[src/rtl/bm_pkg.sv]
package bm_pkg;
  typedef enum logic [1:0] {
    MODE_LONG = 2'd0,
    MODE_WORD = 2'd1,
    MODE_BYTE = 2'd2
  } bm_mode_e;
endpackage

[src/rtl/bm_cfg.sv]
module bm_cfg
  import bm_pkg::*;
#(
  parameter  int LANES = 4,
  localparam int CW    = $clog2(LANES)
) (
  input  logic          clk_i,
  input  logic          rst_ni,
  input  logic          bus_match_i,
  input  logic          size_i,
  input  logic          big_endian_i,
  output bm_mode_e      mode_o,
  output logic          big_o,
  output logic [CW-1:0] last_o
);
  logic big_q;

  // sampled only while reset is held, frozen afterwards
  always_ff @(posedge clk_i) begin
    if (!rst_ni) big_q <= big_endian_i;
  end

  always_comb begin
    if (!bus_match_i) begin
      mode_o = MODE_LONG;
      last_o = '0;
    end else if (size_i) begin
      mode_o = MODE_BYTE;
      last_o = CW'(LANES - 1);
    end else begin
      mode_o = MODE_WORD;
      last_o = CW'(LANES / 2 - 1);
    end
  end

  assign big_o = big_q;
endmodule

[src/rtl/bm_beat_ctr.sv]
module bm_beat_ctr #(
  parameter  int LANES = 4,
  localparam int CW    = $clog2(LANES)
) (
  input  logic          clk_i,
  input  logic          rst_ni,
  input  logic          clr_i,
  input  logic          adv_i,
  input  logic [CW-1:0] last_i,
  input  logic          big_i,
  output logic          at_last_o,
  output logic [CW-1:0] lane_o
);
  logic [CW-1:0] cnt_q;

  assign at_last_o = (cnt_q == last_i);
  assign lane_o    = big_i ? (last_i - cnt_q) : cnt_q;

  always_ff @(posedge clk_i or negedge rst_ni) begin
    if (!rst_ni)        cnt_q <= '0;
    else if (clr_i)     cnt_q <= '0;
    else if (adv_i)     cnt_q <= at_last_o ? '0 : cnt_q + 1'b1;
  end
endmodule

[src/rtl/bm_lane_sel.sv]
module bm_lane_sel
  import bm_pkg::*;
#(
  parameter  int BEAT_W = 9,
  parameter  int LANES  = 4,
  localparam int W      = BEAT_W * LANES,
  localparam int CW     = $clog2(LANES),
  localparam int NW     = LANES / 2
) (
  input  logic [W-1:0]  word_i,
  input  bm_mode_e      mode_i,
  input  logic [CW-1:0] lane_i,
  output logic [W-1:0]  beat_o
);
  logic [BEAT_W-1:0]   byte_l [LANES];
  logic [2*BEAT_W-1:0] word_l [NW];

  for (genvar g = 0; g < LANES; g++) begin : g_byte
    assign byte_l[g] = word_i[g*BEAT_W +: BEAT_W];
  end
  for (genvar g = 0; g < NW; g++) begin : g_word
    assign word_l[g] = word_i[g*2*BEAT_W +: 2*BEAT_W];
  end

  always_comb begin
    beat_o = '0;
    unique case (mode_i)
      MODE_LONG: beat_o = word_i;
      MODE_WORD: beat_o[2*BEAT_W-1:0] = word_l[lane_i[CW-2:0]];
      MODE_BYTE: beat_o[BEAT_W-1:0]   = byte_l[lane_i];
      default:   beat_o = '0;
    endcase
  end
endmodule

[src/rtl/bm_lane_ins.sv]
module bm_lane_ins
  import bm_pkg::*;
#(
  parameter  int BEAT_W = 9,
  parameter  int LANES  = 4,
  localparam int W      = BEAT_W * LANES,
  localparam int CW     = $clog2(LANES)
) (
  input  logic [W-1:0]  acc_i,
  input  logic [W-1:0]  beat_i,
  input  bm_mode_e      mode_i,
  input  logic [CW-1:0] lane_i,
  output logic [W-1:0]  acc_o
);
  for (genvar g = 0; g < LANES; g++) begin : g_lane
    localparam int HALF = g % 2;
    logic [BEAT_W-1:0] old_l, nxt_l;
    assign old_l = acc_i[g*BEAT_W +: BEAT_W];
    always_comb begin
      unique case (mode_i)
        MODE_LONG: nxt_l = beat_i[g*BEAT_W +: BEAT_W];
        MODE_WORD: nxt_l = (lane_i == CW'(g / 2)) ? beat_i[HALF*BEAT_W +: BEAT_W] : old_l;
        MODE_BYTE: nxt_l = (lane_i == CW'(g)) ? beat_i[BEAT_W-1:0] : old_l;
        default:   nxt_l = old_l;
      endcase
    end
    assign acc_o[g*BEAT_W +: BEAT_W] = nxt_l;
  end
endmodule

[src/rtl/bm_split.sv]
module bm_split
  import bm_pkg::*;
#(
  parameter  int BEAT_W = 9,
  parameter  int LANES  = 4,
  localparam int W      = BEAT_W * LANES,
  localparam int CW     = $clog2(LANES)
) (
  input  logic          clk_i,
  input  logic          rst_ni,
  input  bm_mode_e      mode_i,
  input  logic          big_i,
  input  logic [CW-1:0] last_i,
  input  logic          w_valid_i,
  input  logic [W-1:0]  w_data_i,
  output logic          w_ready_o,
  output logic          n_valid_o,
  output logic [W-1:0]  n_data_o,
  input  logic          n_ready_i
);
  logic          full_q;
  logic [W-1:0]  hold_q;
  logic          n_fire, w_fire, at_last;
  logic [CW-1:0] lane;

  assign n_fire    = full_q && n_ready_i;
  // take the next word in the same cycle the last beat leaves
  assign w_ready_o = !full_q || (n_fire && at_last);
  assign w_fire    = w_valid_i && w_ready_o;
  assign n_valid_o = full_q;

  always_ff @(posedge clk_i or negedge rst_ni) begin
    if (!rst_ni) begin
      full_q <= 1'b0;
      hold_q <= '0;
    end else if (w_fire) begin
      full_q <= 1'b1;
      hold_q <= w_data_i;
    end else if (n_fire && at_last) begin
      full_q <= 1'b0;
    end
  end

  bm_beat_ctr #(.LANES(LANES)) u_ctr (
    .clk_i     (clk_i),
    .rst_ni    (rst_ni),
    .clr_i     (w_fire),
    .adv_i     (n_fire),
    .last_i    (last_i),
    .big_i     (big_i),
    .at_last_o (at_last),
    .lane_o    (lane)
  );

  bm_lane_sel #(.BEAT_W(BEAT_W), .LANES(LANES)) u_sel (
    .word_i (hold_q),
    .mode_i (mode_i),
    .lane_i (lane),
    .beat_o (n_data_o)
  );
endmodule

[src/rtl/bm_pack.sv]
module bm_pack
  import bm_pkg::*;
#(
  parameter  int BEAT_W = 9,
  parameter  int LANES  = 4,
  localparam int W      = BEAT_W * LANES,
  localparam int CW     = $clog2(LANES)
) (
  input  logic          clk_i,
  input  logic          rst_ni,
  input  bm_mode_e      mode_i,
  input  logic          big_i,
  input  logic [CW-1:0] last_i,
  input  logic          n_valid_i,
  input  logic [W-1:0]  n_data_i,
  output logic          n_ready_o,
  output logic          w_valid_o,
  output logic [W-1:0]  w_data_o,
  input  logic          w_ready_i
);
  logic          done_q;
  logic [W-1:0]  acc_q, acc_nxt;
  logic          n_fire, at_last;
  logic [CW-1:0] lane;

  // accumulator doubles as output register: beats enter only once it is free
  assign n_ready_o = !done_q || w_ready_i;
  assign n_fire    = n_valid_i && n_ready_o;
  assign w_valid_o = done_q;
  assign w_data_o  = acc_q;

  always_ff @(posedge clk_i or negedge rst_ni) begin
    if (!rst_ni) begin
      done_q <= 1'b0;
      acc_q  <= '0;
    end else if (n_fire) begin
      acc_q  <= acc_nxt;
      done_q <= at_last;
    end else if (done_q && w_ready_i) begin
      done_q <= 1'b0;
    end
  end

  bm_beat_ctr #(.LANES(LANES)) u_ctr (
    .clk_i     (clk_i),
    .rst_ni    (rst_ni),
    .clr_i     (1'b0),
    .adv_i     (n_fire),
    .last_i    (last_i),
    .big_i     (big_i),
    .at_last_o (at_last),
    .lane_o    (lane)
  );

  bm_lane_ins #(.BEAT_W(BEAT_W), .LANES(LANES)) u_ins (
    .acc_i  (acc_q),
    .beat_i (n_data_i),
    .mode_i (mode_i),
    .lane_i (lane),
    .acc_o  (acc_nxt)
  );
endmodule

[src/rtl/bus_matcher.sv]
module bus_matcher
  import bm_pkg::*;
#(
  parameter  int BEAT_W = 9,
  parameter  int LANES  = 4,
  localparam int W      = BEAT_W * LANES,
  localparam int CW     = $clog2(LANES)
) (
  input  logic         clk_i,
  input  logic         rst_ni,
  input  logic         bus_match_i,
  input  logic         size_i,
  input  logic         big_endian_i,
  input  logic         a_wr_valid_i,
  input  logic [W-1:0] a_wr_data_i,
  output logic         a_wr_ready_o,
  output logic         b_rd_valid_o,
  output logic [W-1:0] b_rd_data_o,
  input  logic         b_rd_ready_i,
  input  logic         b_wr_valid_i,
  input  logic [W-1:0] b_wr_data_i,
  output logic         b_wr_ready_o,
  output logic         a_rd_valid_o,
  output logic [W-1:0] a_rd_data_o,
  input  logic         a_rd_ready_i
);
  bm_mode_e      mode;
  logic          big;
  logic [CW-1:0] last;

  bm_cfg #(.LANES(LANES)) u_cfg (
    .clk_i        (clk_i),
    .rst_ni       (rst_ni),
    .bus_match_i  (bus_match_i),
    .size_i       (size_i),
    .big_endian_i (big_endian_i),
    .mode_o       (mode),
    .big_o        (big),
    .last_o       (last)
  );

  bm_split #(.BEAT_W(BEAT_W), .LANES(LANES)) u_split (
    .clk_i     (clk_i),
    .rst_ni    (rst_ni),
    .mode_i    (mode),
    .big_i     (big),
    .last_i    (last),
    .w_valid_i (a_wr_valid_i),
    .w_data_i  (a_wr_data_i),
    .w_ready_o (a_wr_ready_o),
    .n_valid_o (b_rd_valid_o),
    .n_data_o  (b_rd_data_o),
    .n_ready_i (b_rd_ready_i)
  );

  bm_pack #(.BEAT_W(BEAT_W), .LANES(LANES)) u_pack (
    .clk_i     (clk_i),
    .rst_ni    (rst_ni),
    .mode_i    (mode),
    .big_i     (big),
    .last_i    (last),
    .n_valid_i (b_wr_valid_i),
    .n_data_i  (b_wr_data_i),
    .n_ready_o (b_wr_ready_o),
    .w_valid_o (a_rd_valid_o),
    .w_data_o  (a_rd_data_o),
    .w_ready_i (a_rd_ready_i)
  );
endmodule

[config.mk]
export PLATFORM = sky130hd
export DESIGN_NAME = bus_matcher
export DESIGN_NICKNAME = d
export VERILOG_FILES = /design/src/rtl/bm_pkg.sv /design/src/rtl/bm_cfg.sv /design/src/rtl/bm_beat_ctr.sv /design/src/rtl/bm_lane_sel.sv /design/src/rtl/bm_lane_ins.sv /design/src/rtl/bm_split.sv /design/src/rtl/bm_pack.sv /design/src/rtl/bus_matcher.sv
export SDC_FILE = /design/constraint.sdc
export NUM_CORES = 1
export LEC_CHECK = 0
export BUFFER_PORTS_ARGS = -buffer_cell sky130_fd_sc_hd__buf_2
export CORE_MARGIN = 2
export CORE_UTILIZATION = 54
export CTS_CLUSTER_SIZE = 12
export DETAILED_ROUTE_END_ITERATION = 10
export GPL_TIMING_DRIVEN = 0
export PLACE_DENSITY = 0.86
export SYNTH_ARGS = -nofsm -noshare
export SYNTH_HDL_FRONTEND = slang
export SYNTH_SLANG_ARGS = --single-unit
[constraint.sdc]
create_clock -name clk_i -period 11.5 [get_ports clk_i]
set_clock_uncertainty 0.1 [all_clocks]
set_input_delay 2.3 -clock clk_i [delete_from_list [all_inputs] [get_ports clk_i]]
set_output_delay 2.3 -clock clk_i [all_outputs]
set_load 0.005 [all_outputs]
==> impl_metrics.ini, run 1 <==
[status]
outcome = finished clean

[critical_path]
cp_max_fo = 11
r2r_start = u_pack.u_ctr.cnt_q[0]
critPathRequiredTime_ns = 9.10
reg2regPathDepth = 5
cp-end-kind = output pin
worstSetupStartpointType = primary input
r2r-end = u_pack.w_data_o[22]
cp.arrival_ns = 6.14
critPathKind = in -> out
rrSetupSlack_ns = 8.62

[floorplanning]
die_h_um = 94.3
coreArea_um2 = 7810
chipWidth_um = 94.3
die_area_um2 = 8900
io_pins = 157
fp-row-count = 32
start_util = 0.564

[finish]
drive_gt1_frac = 0.503
fin_area_um2 = 5520
num-fill-cells = 586
n_antenna_cell = 0
areaGrowthSynthToFinish_pct = 25.3
final_nets = 629

[synthesis]
synth_top_family_by_area = multiplexers
synth_ff_type = dfrtp_1
synth_area_um2 = 4410
ys_warn_count = 0
synth_adder_area_share = 0.00568
yosys_register_bits = 79
synth_xor_area_frac = 0.00966
synth-edff-count = 1
syn_inst = 379
synth.avg_cell_area_um2 = 11.6
muxShareOfSynthArea = 0.278
synthTopCellsByArea = dfrtp_1 44%, mux2_2 21%, mux4_2 4.6%
yosysTopAreaCell = dfrtp_1
synth_compound_area_frac = 0.126
async_flop_share = 0.987
synth-simple-area-share = 0.101
synth_top_area_share = 0.443
netlist-cell-type-count = 47
syn_nets = 462
seq_area_frac_synth = 0.450

[drt]
drtIter0Drc = 255
routed-via-count = 3881
ant_nets = 0
drt_wl_total_um = 12400
drt_pass1_iterations = 7
via_per_inst = 5.94
drc = 0
wire_per_inst_um = 19.0

[hold_path]
holdCritStartpoint = u_pack.w_data_o[23]
min_path_type = reg -> reg
hold_end = u_pack.w_data_o[23]
min_delay_path_depth = 1

[clock_tree]
htreeDepth = 3
cts.sink_count = 79
numCtsBuffers = 9
clk_latency_ns = 0.35
cts.clk_slew.worst_paths_ns = 0.09
cts_setup_buffers = 0
cts.path.max_buffers = 2
holdBufCountCts = 0
cts_root_buf = clkbuf_8
cts_tree = done
cts_resized = 0

[grt]
antenna_found_initial = 0
grt.total_usage = 0.285
grt_pass1_vias = 3935
grt_pass1_wl_um = 19300
overflow = 0
grt_start_max_net_pins = 49

[sta]
worst_slew_pin_slew_ns = 1.03
fmax_mhz = 117
setup_violations = 0
rsz0062_at_grt = false
hold_viol = 0
period_share = 0.742
relSlewSlack = 0.306
period_needed_ns = 8.54
finalMaxSlewViolations = 0
fin_tns_setup_ns = 0

[power]
power_density_nw_per_um2 = 243
ir_drop_v = 0.000123
p_leak_nw = 2.60

[placement]
globalplace.congestion = 0.882
io_buffers = 155
postPlaceCellArea_um2 = 5340
dpl.hpwl_um = 9010

[run]
drv_cap = 0
## per-stage QoR
step,hold slack (ns),setup WS [ns],power [mW],util,cells
2_1_floorplan,0.398,4.06,0.904,-,379
3_3_place_gp,0.385,3.09,1.11,0.680,636
3_5_place_dp,0.390,3.02,1.15,0.684,637
4_1_cts,0.412,3.01,1.34,0.707,653
5_1_grt,0.418,2.79,1.42,0.707,653
6_report,0.410,2.96,1.34,0.707,653
## Yosys cell counts, types with 2 or more instances
cell type  instances
a211oi_1           2
buf_2              5
o31ai_4            2
a221o_1            9
o2bb2ai_1          8
nor2_1            21
and2_1             2
mux2_2            81
o211a_1            2
inv_1              4
ha_1               2
a21oi_1           14
a21bo_2            2
nor2b_1           18
xnor2_1            2
clkbuf_1          17
mux2i_1           11
dfrtp_1           78
nand2b_1           2
a22oi_1           17
mux4_2             9
o21ai_0            2
nand2_1           44
buf_6              2
## state kept, by name, summed over array words and instances, names as in the netlist
| name | count |
|---|---|
| u_split.u_ctr.cnt_q | 2 |
| u_split.n_valid_o | 1 |
| u_cfg.big_o | 1 |
| u_pack.u_ctr.cnt_q | 2 |
| u_split.hold_q | 36 |
| u_pack.w_data_o | 36 |
| u_pack.w_valid_o | 1 |
## where the power goes
group          total (mW)  internal (mW)  switching, mW
clock               0.194         0.0802          0.114
combinational       0.624          0.352          0.272
sequential          0.526          0.416          0.109
## kinds of logic after synthesis
kind of cell               count (synthesis)
and+or+nand+nor                           96
adders and majority gates                  2
DFF                                       79
xor gates and xnor gates                   4
muxes                                    101
buffers and inverters                     30
AOI/OAI and AO/OA                         67
## layout make-up
class | count | area [um2] | share of cell area
Multi-Input combinational cell | 270 | 2290 | 0.415
Sequential cell | 79 | 1980 | 0.359
Timing Repair Buffer | 156 | 806 | 0.146
Tap cell | 102 | 128 | 0.0231
Clock buffer | 9 | 124 | 0.0224
Buffer | 26 | 120 | 0.0218
Clock inverter | 7 | 56.3 | 0.0102
Inverter | 4 | 15.0 | 0.00272
## placed cells by master, fill, tap and decap left out, types with 2 or more instances in the layout
master      instances
a211oi_1            2
a21bo_2             2
a21oi_1            14
a221o_1             9
a22oi_1            17
and2_1              2
buf_2             159
buf_6               2
clkbuf_1           17
clkbuf_8            9
clkinvlp_4          4
dfrtp_1            78
ha_1                2
inv_1               4
inv_6               2
mux2_2             81
mux2i_1            11
mux4_2              9
nand2_1            44
nand2b_1            2
nor2_1             21
nor2b_1            18
o211a_1             2
o21ai_0             2
o2bb2ai_1           8
o31ai_4             2
xnor2_1             2
## worst max-delay path, stage by stage
cell and delay (ns):
buf_2 0.12, buf_6 0.14, inv_1 0.08, clkbuf_1 0.49, clkbuf_1 0.60, ha_1 0.27
and3b_1 0.17, o21ai_0 0.28, xor2_2 0.62, mux4_2 0.59, a221o_1 0.34, buf_2 0.13
## layer usage
metal  vias to the layer above  wire length, um  track usage
met2                       206             6330        0.463
li1                       1722                -            -
met1                      1932             4890        0.385
met3                        21              966       0.0393
met5                         -                0            0
met4                         0              240        0.122
## worst max path at each step
stage	from	slack [ns]	to	cells after the start
4_1_cts	bus_match_i	3.01	b_rd_data_o[7]	12
2_1_floorplan	bus_match_i	4.06	b_rd_data_o[2]	10
6_report	bus_match_i	2.96	b_rd_data_o[7]	12
5_1_grt	bus_match_i	2.79	b_rd_data_o[5]	12
3_3_place_gp	bus_match_i	3.09	b_rd_data_o[3]	12
3_5_place_dp	bus_match_i	3.02	b_rd_data_o[7]	12
(Power assumes the default switching activity.)
==> run 2, diff against run 1 <==
CORE_UTILIZATION = 45   (was 54)
PLACE_DENSITY = 0.76   (was 0.86)
clock period = 6.91 ns   (was 11.5 ns; I/O delays follow)
==> run 2 against run 1 <==
Effect of this change: non-clock buffer count unchanged; wire length about the same; global-route usage shrank 4.7 points; design area rose by 1.0%; clock-buffer cell count rose by 1; via count decreased by 2.1%; core utilization is 13 points lower; total power up 68%; sequential power increased by 67%; combinational power is 65% higher.
==> impl_metrics.ini, run 2 (synthesized netlist as in run 1, its figures left out) <==
[critical_path]
r2r_start = u_pack.u_ctr.cnt_q[0]
critPathRequiredTime_ns = 5.43
critPathKind = in -> out
cp-end-kind = output pin
reg2regPathDepth = 5
rrSetupSlack_ns = 4.07
worstSetupStartpointType = primary input
cp.arrival_ns = 5.09
r2r-end = u_pack.w_data_o[19]
cp_max_fo = 11

[drt]
drtIter0Drc = 244
wire_per_inst_um = 18.2
wl_met1_um = 5240
drt_pass1_iterations = 5
highest_layer = met4
ant_nets = 0
routed-via-count = 3799
drc = 0
met3_length_um = 789
drt_wl_total_um = 12400
via_per_inst = 5.55
dr_wl_met2_um = 6120

[clock_tree]
cts_setup_buffers = 0
cts_root_buf = clkbuf_8
cts.sink_count = 79
cts_resized = 0
holdBufCountCts = 0
numCtsBuffers = 9
cts.path.max_buffers = 2
cts.clk_slew.worst_paths_ns = 0.08
htreeDepth = 3
clk_latency_ns = 0.35
cts_tree = done

[finish]
n_antenna_cell = 0
layout_commonest_cell = buf_2
layout_common_cells = 159 x buf_2, 81 x mux2_2, 78 x dfrtp_1
layoutNonFillerInstCount = 684
areaGrowthSynthToFinish_pct = 26.6
utilization = 0.578
num-fill-cells = 847
fin_area_um2 = 5580
final_nets = 629
drive_gt1_frac = 0.503

[hold_path]
hold_end = u_pack.w_data_o[11]
min_delay_path_depth = 1
holdCritStartpoint = u_pack.w_data_o[11]
min_path_type = reg -> reg

[grt]
grt_pass1_wl_um = 19100
grt_pass1_vias = 3785
overflow = 0
antenna_found_initial = 0
grt.total_usage = 0.238
grt_start_max_net_pins = 55

[placement]
place_ws_ns = 0.332
io_buffers = 155
globalplace.congestion = 0.815
postPlaceCellArea_um2 = 5380
dpl.hpwl_um = 9080
dp.cells = 668

[power]
total_power_mw = 2.26
power_density_nw_per_um2 = 405
ir_drop_v = 0.000205
p_leak_nw = 2.62

[floorplanning]
die_h_um = 103
fp-row-count = 36
chipWidth_um = 103
die_area_um2 = 10600
io_pins = 157
start_util = 0.457
coreArea_um2 = 9640

[sta]
finalMaxSlewViolations = 0
period_share = 0.951
hold_viol = 0
layout_setup_ws_ns = 0.341
setup_violations = 0
period_needed_ns = 6.57
fmax_mhz = 152
relSlewSlack = 0.370
holdWs_ns = 0.404
rsz0062_at_grt = false
worst_slew_pin_slew_ns = 0.938
fin_tns_setup_ns = 0

[status]
outcome = finished clean

[run]
drv_cap = 0
==> run 2: cell count changes in the layout (fill, tap and decap cells not counted), sizes merged <==
cell / before / now
clkinv: 1 / 3
clkinvlp: 4 / 2
inv: 6 / 4
bufinv: 0 / 1
clkbuf: 27 / 28
==> run 2: routing by layer <==
metal | GRT usage | vias to the layer above
li1 | - | 1726
met1 | 0.328 | 1845
met2 | 0.366 | 198
met3 | 0.0468 | 30
met4 | 0.104 | 0
met5 | 0 | -
==> run 2: layout make-up <==
class                   count  area [um2]  share of cell area
repair buffers            156         806               0.145
inverters                   4        15.0             0.00269
well taps                 133         166              0.0298
plain buffers              26         120              0.0215
multi-input cells         270        2290               0.410
clock buffers              10         138              0.0247
clock inverters             6        60.1              0.0108
flip-flops and latches     79        1980               0.355
==> run 2: worst max-delay path by stage <==
| stage | from | cells past startpoint | to | slack (ns) |
|---|---|---|---|---|
| final | bus_match_i | 12 | b_rd_data_o[3] | 0.34 |
| after global routing | bus_match_i | 12 | b_rd_data_o[5] | 0.08 |
| after CTS | bus_match_i | 12 | b_rd_data_o[7] | 0.32 |
| after detailed placement | bus_match_i | 12 | b_rd_data_o[7] | 0.33 |
| after global placement | bus_match_i | 12 | b_rd_data_o[3] | 0.38 |
| after floorplan | bus_match_i | 10 | b_rd_data_o[2] | 1.30 |
==> run 2: critical path: stages <==
cell and delay, ns:
buf_2 0.12, buf_6 0.14, inv_1 0.08, clkbuf_1 0.45, clkbuf_1 0.52, ha_1 0.27, and3b_1 0.18, o21ai_0 0.27
xor2_2 0.60, mux4_2 0.59, a221o_1 0.35, buf_2 0.13
==> run 2: report_power, final <==
group          internal (mW)  total [mW]  switching [mW]  leakage [nW]
clock network          0.175       0.352           0.177        0.0981
logic                  0.586        1.03           0.444          1.59
registers              0.693       0.879           0.186         0.927
==> run 3, diff against run 2 <==
CORE_UTILIZATION = 50   (was 45)
PLACE_DENSITY = 0.8   (was 0.76)
clock period = 6.5 ns   (was 6.91 ns; I/O delays follow)
==> run 3 against run 2 <==
Effect of this change: total power increased by 9.2%; critical path depth unchanged; first-iteration DRC count increased by 0.41%; combinational power increased by 7%; global-route usage increased by 1.9 points; largest power group unchanged; clock power increased by 21%; critical endpoint is now b_rd_data_o[7]; cell count decreased by 3.7%; core utilization increased by 6.8 points; register-to-register slack got worse by 0.44 ns; wire length decreased by 0.54%.
==> impl_metrics.ini, run 3 (synthesized netlist as in run 1, its figures left out) <==
[sta]
finalMaxSlewViolations = 0
rsz0062_at_grt = false
fin_tns_setup_ns = 0
setup_violations = 0
period_needed_ns = 6.15
hold_viol = 0
period_share = 0.946
worst_slew_pin_slew_ns = 1.01
fmax_mhz = 163
relSlewSlack = 0.320

[power]
pwr-share-comb = 0.447
total_power_mw = 2.47
p_int_mw = 1.58
seq_power_share = 0.381
ir_drop_v = 0.000233
p_leak_nw = 2.64
power_density_nw_per_um2 = 442
p_clk_frac = 0.172
p_switching_mw = 0.884
switching_share = 0.358

[clock_tree]
cts_tree = done
cts_root_buf = clkbuf_8
numCtsBuffers = 9
cts.path.max_buffers = 2
holdBufCountCts = 0
cts.clk_slew.worst_paths_ns = 0.08
clk_latency_ns = 0.35
cts.sink_count = 79
htreeDepth = 3

[drt]
drt_wl_total_um = 12400
drtIter0Drc = 245
drt_pass1_iterations = 5
drc = 0
via_per_inst = 5.65
wire_per_inst_um = 18.8
routed-via-count = 3721
ant_nets = 0

[finish]
drive_gt1_frac = 0.505
final_nets = 629
layout_common_cells = 159 x buf_2, 81 x mux2_2, 78 x dfrtp_1
layout_commonest_cell = buf_2
areaGrowthSynthToFinish_pct = 26.8
n_antenna_cell = 0
layoutNonFillerInstCount = 659
num-fill-cells = 672

[run]
drv_cap = 0

[grt]
overflow = 0
grt_pass1_vias = 3800
grt.total_usage = 0.257
grt_pass1_wl_um = 19300
antenna_found_initial = 0
grt_start_max_net_pins = 51

[critical_path]
cp_max_fo = 11
r2r-end = u_pack.w_data_o[21]
worstSetupStartpointType = primary input
rrSetupSlack_ns = 3.63
reg2regPathDepth = 5
cp-end-kind = output pin
critPathKind = in -> out
r2r_start = u_pack.u_ctr.cnt_q[0]
critPathRequiredTime_ns = 5.10
cp.arrival_ns = 4.75

[floorplanning]
coreArea_um2 = 8640
chipWidth_um = 97.9
die_area_um2 = 9580
io_pins = 157
fp-row-count = 34
start_util = 0.510
die_h_um = 97.9

[placement]
dp.cells = 643
globalplace.congestion = 0.906
dpl.hpwl_um = 9020
io_buffers = 155

[hold_path]
hold_end = u_pack.w_data_o[9]
holdCritStartpoint = u_pack.w_data_o[9]
min_delay_path_depth = 1
min_path_type = reg -> reg

[status]
outcome = finished clean
run 3: cell types whose count changed in the layout (fill, tap and decap cells not counted), sizes merged:
cell,change
clkbuf,-1
clkinvlp,-1
clkinv,-3
inv,+4
bufinv,+1
run 3: what timing repair did:
| item | CTS | global route |
|---|---|---|
| setup buffers | 0 | 0 |
| resized for setup | 0 | 3 |
| setup endpoints to repair | 0 | 5 |
| hold endpoints to repair | 0 | 0 |
run 3: through the flow:
stage	setup slack, ns	area, um2	utilization	hold slack [ns]
after global routing	0.177	5590	0.647	0.428
after global placement	0.167	5320	0.616	0.385
after CTS	0.132	5570	0.645	0.409
final	0.351	5590	0.647	0.409
after floorplan	1.06	4410	-	0.398
after detailed placement	0.127	5350	0.619	0.390
run 3: area by class of cell:
cell class	instances	area (um2)	share of cell area
Buffer	26	121	0.0217
Inverter	4	15.0	0.00269
Tap cell	108	135	0.0242
Sequential cell	79	1980	0.355
Clock buffer	9	124	0.0222
Timing Repair Buffer	156	806	0.144
Clock inverter	7	103	0.0184
Multi-Input combinational cell	270	2300	0.412
run 3: critical path, stage by stage:
cell	delay, ns
buf_2	0.12
buf_6	0.14
inv_1	0.08
clkbuf_1	0.43
clkbuf_2	0.37
ha_1	0.26
nand2_1	0.10
o21ai_1	0.55
clkbuf_1	0.50
mux4_2	0.39
a221o_1	0.35
buf_2	0.14
run 3: worst max path at each step:
stage | endpoint | slack (ns) | start
2_1_floorplan | b_rd_data_o[2] | 1.06 | bus_match_i
3_3_place_gp | b_rd_data_o[3] | 0.17 | bus_match_i
3_5_place_dp | b_rd_data_o[2] | 0.13 | bus_match_i
4_1_cts | b_rd_data_o[2] | 0.13 | bus_match_i
5_1_grt | b_rd_data_o[2] | 0.18 | bus_match_i
6_report | b_rd_data_o[7] | 0.35 | bus_match_i
run 3: power by group through the flow:
stage	sequential, mW	combinational (mW)	clock [mW]
floorplan	0.899	0.701	0
detailed placement	0.938	1.10	0
finish	0.941	1.10	0.425
global route	0.970	1.19	0.447
global placement	0.913	1.06	0
CTS	0.930	1.10	0.426
run 3: per-layer routing:
metal,track usage,share of wire,vias up
li1,-,-,1723
met1,0.350,0.42,1825
met5,0,0,-
met4,0.121,0.025,0
met2,0.403,0.50,148
met3,0.0444,0.061,25
